File: src/rtl/pio2_pkg.sv
package pio2_pkg;
    localparam int PIN_W  = 2;
    localparam int BUS_W  = 4;
    localparam int ADDR_W = 4;
    localparam int SYNC_STAGES = 2;

    // control byte, MSB first
    typedef struct packed {
        logic [PIN_W-1:0] prio;
        logic [PIN_W-1:0] rise;
        logic [PIN_W-1:0] irq_en;
        logic [PIN_W-1:0] dir;
    } ctl_t;

    localparam int CTL_W = $bits(ctl_t);

    localparam ctl_t CTL_RST = '{prio: '0, rise: '0, irq_en: '0, dir: '1};

    typedef enum logic [1:0] {
        PAD_FLOAT = 2'd0,
        PAD_PUSH  = 2'd1,
        PAD_SINK  = 2'd2
    } pad_mode_e;

    function automatic pad_mode_e pad_mode(input logic is_input,
                                           input logic od,
                                           input logic dat);
        if (is_input)
            return PAD_FLOAT;
        else if (od && dat)
            return PAD_FLOAT;
        else if (od)
            return PAD_SINK;
        else
            return PAD_PUSH;
    endfunction
endpackage

File: src/rtl/pio2_regs.sv
module pio2_regs
    import pio2_pkg::*;
#(
    parameter logic [ADDR_W-1:0] PORT_ADDR = 4'h6
) (
    input  logic              clk,
    input  logic              rst,
    input  logic              bus_we,
    input  logic              bus_aux,
    input  logic [ADDR_W-1:0] bus_addr,
    input  logic [BUS_W-1:0]  bus_wdata,
    output logic [PIN_W-1:0]  data_q,
    output ctl_t              ctl_q,
    output logic              phase_q
);
    localparam int HALF_W = CTL_W / 2;

    logic              hit;
    logic [HALF_W-1:0] stage_q;

    assign hit = bus_we && (bus_addr == PORT_ADDR);

    always_ff @(posedge clk) begin
        if (rst) begin
            data_q  <= '0;
            ctl_q   <= CTL_RST;
            stage_q <= '0;
            phase_q <= 1'b0;
        end else if (hit) begin
            if (!bus_aux) begin
                data_q <= bus_wdata[PIN_W-1:0];
            end else if (!phase_q) begin
                stage_q <= bus_wdata[HALF_W-1:0];
                phase_q <= 1'b1;
            end else begin
                ctl_q   <= ctl_t'({bus_wdata[HALF_W-1:0], stage_q});
                phase_q <= 1'b0;
            end
        end
    end
endmodule

File: src/rtl/pio2_pad.sv
module pio2_pad
    import pio2_pkg::*;
(
    input  logic is_input,
    input  logic dat,
    input  logic od,
    input  logic pu_sel,
    output logic oe,
    output logic out,
    output logic pu,
    output logic pd
);
    pad_mode_e mode;

    always_comb begin
        mode = pad_mode(is_input, od, dat);
        oe   = 1'b0;
        out  = 1'b0;
        case (mode)
            PAD_PUSH: begin
                oe  = 1'b1;
                out = dat;
            end
            PAD_SINK: begin
                oe  = 1'b1;
                out = 1'b0;
            end
            default: begin
                oe  = 1'b0;
                out = 1'b0;
            end
        endcase
        pu = is_input &&  pu_sel;
        pd = is_input && !pu_sel;
    end
endmodule

File: src/rtl/pio2_edge.sv
module pio2_edge
    import pio2_pkg::*;
#(
    parameter int N      = PIN_W,
    parameter int STAGES = SYNC_STAGES
) (
    input  logic         clk,
    input  logic         rst,
    input  logic [N-1:0] pin,
    input  logic [N-1:0] en,
    input  logic [N-1:0] rise,
    output logic [N-1:0] irq
);
    logic [N-1:0] sync_q [STAGES];
    logic [N-1:0] prev_q;
    logic [N-1:0] now_lvl;

    assign now_lvl = sync_q[STAGES-1];

    always_ff @(posedge clk) begin
        if (rst) begin
            for (int k = 0; k < STAGES; k++) sync_q[k] <= '0;
            prev_q <= '0;
        end else begin
            sync_q[0] <= pin;
            for (int k = 1; k < STAGES; k++) sync_q[k] <= sync_q[k-1];
            prev_q <= now_lvl;
        end
    end

    for (genvar i = 0; i < N; i++) begin : g_det
        logic up, down;
        assign up     =  now_lvl[i] && !prev_q[i];
        assign down   = !now_lvl[i] &&  prev_q[i];
        assign irq[i] = en[i] && (rise[i] ? up : down);
    end
endmodule

File: src/rtl/pio2_port.sv
module pio2_port
    import pio2_pkg::*;
#(
    parameter logic [ADDR_W-1:0] PORT_ADDR = 4'h6
) (
    input  logic              clk,
    input  logic              rst,
    input  logic              bus_we,
    input  logic              bus_aux,
    input  logic [ADDR_W-1:0] bus_addr,
    input  logic [BUS_W-1:0]  bus_wdata,
    output logic [BUS_W-1:0]  bus_rdata,
    input  logic              strap_open_drain,
    input  logic              strap_pull_up,
    input  logic [PIN_W-1:0]  pin_in,
    output logic [PIN_W-1:0]  pin_out,
    output logic [PIN_W-1:0]  pin_oe,
    output logic [PIN_W-1:0]  pin_pu_en,
    output logic [PIN_W-1:0]  pin_pd_en,
    output logic [PIN_W-1:0]  irq_req,
    output logic [PIN_W-1:0]  irq_prio
);
    logic [PIN_W-1:0] data_r;
    ctl_t             ctl_r;
    logic             phase_r;

    pio2_regs #(.PORT_ADDR(PORT_ADDR)) u_regs (
        .clk       (clk),
        .rst       (rst),
        .bus_we    (bus_we),
        .bus_aux   (bus_aux),
        .bus_addr  (bus_addr),
        .bus_wdata (bus_wdata),
        .data_q    (data_r),
        .ctl_q     (ctl_r),
        .phase_q   (phase_r)
    );

    for (genvar i = 0; i < PIN_W; i++) begin : g_pad
        pio2_pad u_pad (
            .is_input (ctl_r.dir[i]),
            .dat      (data_r[i]),
            .od       (strap_open_drain),
            .pu_sel   (strap_pull_up),
            .oe       (pin_oe[i]),
            .out      (pin_out[i]),
            .pu       (pin_pu_en[i]),
            .pd       (pin_pd_en[i])
        );
    end

    pio2_edge #(.N(PIN_W), .STAGES(SYNC_STAGES)) u_edge (
        .clk  (clk),
        .rst  (rst),
        .pin  (pin_in),
        .en   (ctl_r.irq_en),
        .rise (ctl_r.rise),
        .irq  (irq_req)
    );

    assign irq_prio  = ctl_r.prio;
    assign bus_rdata = {{(BUS_W-PIN_W){1'b0}}, pin_in};
endmodule

File: config.mk
export PLATFORM = sky130hd
export DESIGN_NAME = pio2_port
export DESIGN_NICKNAME = d
export VERILOG_FILES = /design/src/rtl/pio2_pkg.sv /design/src/rtl/pio2_regs.sv /design/src/rtl/pio2_pad.sv /design/src/rtl/pio2_edge.sv /design/src/rtl/pio2_port.sv
export SDC_FILE = /design/constraint.sdc
export NUM_CORES = 1
export LEC_CHECK = 0
export ABC_AREA = 1
export BUFFER_PORTS_ARGS = -buffer_cell sky130_fd_sc_hd__buf_2
export CORE_AREA = 2 2 48 50
export DETAILED_ROUTE_END_ITERATION = 6
export DIE_AREA = 0 0 50 52
export PLACE_DENSITY = 0.81
export SLEW_MARGIN = 15
export SYNTH_ARGS = -nofsm -noshare
export SYNTH_HDL_FRONTEND = slang
export SYNTH_HIERARCHICAL = 1
export SYNTH_SLANG_ARGS = --single-unit
File: constraint.sdc
create_clock -name clk -period 2.3 [get_ports clk]
set_input_delay 0.46 -clock clk [delete_from_list [all_inputs] [get_ports clk]]
set_output_delay 0.46 -clock clk [all_outputs]
set_load 0.02 [all_outputs]
==> flow_summary.ini <==
[global_route]
grt_pass1_wl_mm = 3.456
grt-ovfl-total = 0
grt_max_degree = 29
grt_pass1_vias = 883
antenna_found_initial = 0
grt_usage_pct = 17.06

[sta]
slew_violations = 0
min_period_ns = 1.739
fin_setup_tns_ns = 0
setup_viol = 0
finalHoldViolations = 0
fmax_ghz = 0.5750
fin_skew_ns = 0.001493
fin_crit_sh_pct = 75.61
rsz0062_at_grt = false

[route]
drt_iter0_drc = 11
wl_per_cell_um = 8.937
routed_wirelength_mm = 1.841
remaining_drc_errors = 0
first_pass_iters = 4
num_vias = 969
viasPerCell = 4.704
postRouteAntennaNets = 0

[floorplanning]
num_io_pins = 32
start_util_pct = 49.02
die_w_um = 50
rows = 17
core_area_um2 = 2106
die_h_um = 52
die-area_um2 = 2600

[power_and_ir_drop]
pwr-share-clk_pct = 28.9
power_w = 0.0006182
comb_power_share_pct = 11.0
p_int_w = 0.0004583
power_switching_w = 0.0001599
leakagePower_nw = 0.6636
ir_worst_vdd_uv = 383.6
powerDensity_nw_per_um2 = 522.8
power_frac_seq_pct = 60.2
p_sw_share_pct = 25.86

[clock_network]
cts_made_buffers = 3
htree_num_levels = 1
postCtsSetupBuffers = 0
cts_hold_buf = 0
clk_pin_slew_worst_paths_ns = 0.11
clk_latency_ns = 0.31
clk_path_buf_depth = 2
clkSinkCount = 21
cts_tree = yes
ctsResizeCount = 0
cts-root-buf = clkbuf_4

[place]
gp_congestion = 0.7482
io_buffer_count = 29
dp_hpwl_mm = 1.380

[critical_path]
crit_type = reg2out
reg2reg_setup_slack_ns = 1.24
cp-start-kind = flip-flop
cp_data_required_time_ns = 1.84
cp-end-kind = output port
cp_max_fo = 4
crit_arrival_ns = 1.28

[logic_synthesis]
ys_seq_area_share_pct = 40.73
synth_edf_count = 0
synth_area_um2 = 1032
synth_cell_types = 17
netlist_top_cells_area = dfxtp_1 (41%), nand2_1 (9.8%), nor2_1 (9.8%)
ys_ff_latch = 21
synth_flop_cell = dfxtp_1
synth_top_area_cell = dfxtp_1
synth_top_area_share_pct = 40.73
synth_warnings = 6
synth.avg_cell_area_um2 = 6.791
syn_inst = 152
yosys-top-cells-count = nand2_1 (27), nor2_1 (27), inv_1 (23)
async_flop_share_pct = 0

[final_layout]
drive_gt1_share_pct = 25.28
diodes = 0
multiInputGateArea_um2 = 445.4
fill_cells = 207
syn_to_final_growth_pct = 14.55
final_nets = 197
seq_area_um2 = 420.4

[hold_path]
hp-class = in2reg

[status]
status = completed

[job]
cap_viol_max_count = 0
-- stage by stage --
stage               hold WS (ns)  setup slack [ns]  area, um2  instances  utilization [%]
finish                    0.3497            0.5610       1182        206            56.15
global route              0.3465            0.4693       1182        206            56.15
CTS                       0.3381            0.5477       1182        206            56.15
detailed placement        0.4007            0.7027       1155        202            54.84
global placement          0.3902            0.7375       1155        202            54.84
floorplan                 0.3883            0.9119       1036        153                -
-- cell type report --
type,count,area share [%]
inverter,29,9.206
timing repair buffer,29,12.28
clock buffer,3,1.905
multi-input combinational,95,37.67
tap,28,2.963
clock inverter,1,0.4233
sequential,21,35.56
-- per-layer routing --
| metal | part of all wire, % | wire length (um) | vias up | track usage [%] |
|---|---|---|---|---|
| li1 | - | - | 507 | - |
| met1 | 44 | 813 | 432 | 19.24 |
| met2 | 48 | 892 | 25 | 31.14 |
| met3 | 4.9 | 91 | 5 | 1.724 |
| met4 | 2.4 | 44 | 0 | 9.722 |
| met5 | 0 | 0 | - | 0 |
-- cell families (layout without fill, tap and decap cells) --
logic type	count (synthesis)	after routing	synth area share [%]
AND/OR/NAND/NOR	78	78	33.70
other	1	2	0.3633
flip-flops	21	21	40.73
adder cells (fa/ha/maj)	2	2	2.424
AO/OA/AOI/OAI	13	13	6.303
buffers and inverters	37	62	16.48
-- placed cells by master, fill, tap and decap left out --
cell type and instances:
nand2_1 27, nor2_8 1, dfxtp_1 21, nand3_2 1, ha_1 2, inv_2 6
clkinv_2 1, buf_2 29, conb_1 2, nor2_2 3, nand3_1 18, a21oi_1 13
inv_1 23, nor2_1 27, nand2_2 1, clkbuf_4 3
-- registers in the layout (all words and copies together) (netlist names) --
name            flops
u_regs/ctl_q        8
u_edge/sync_q       4
u_regs/stage_q      4
u_edge/prev_q       2
u_regs/data_q       2
u_regs/phase_q      1
-- power by group through the flow --
stage / logic, W / registers, W / clock network (W)
finish: 0.0000679 / 0.000372 / 0.000178
global placement: 0.0000656 / 0.000380 / 0
floorplan: 0.0000478 / 0.000380 / 0
global route: 0.0000771 / 0.000373 / 0.000197
detailed placement: 0.0000683 / 0.000380 / 0
CTS: 0.0000685 / 0.000372 / 0.000189
-- final timing paths --
kind,cells past startpoint,start,endpoint
max,5,u_regs/ctl_q[1],pin_oe[1]
min reg2reg,2,u_edge/sync_q[0][1],u_edge/sync_q[0][3]
min,3,pin_in[1],u_edge/sync_q[0][1]
max reg2reg,5,u_regs/phase_q,u_regs/ctl_q[0]
-- worst max-delay path, cell delays in order (launching register included) --
cell and delay (ns):
dfxtp_1 0.36, inv_2 0.07, nand3_1 0.06, ha_1 0.28, inv_1 0.05, buf_2 0.15
Note: power is estimated with default switching activity, not from simulation.
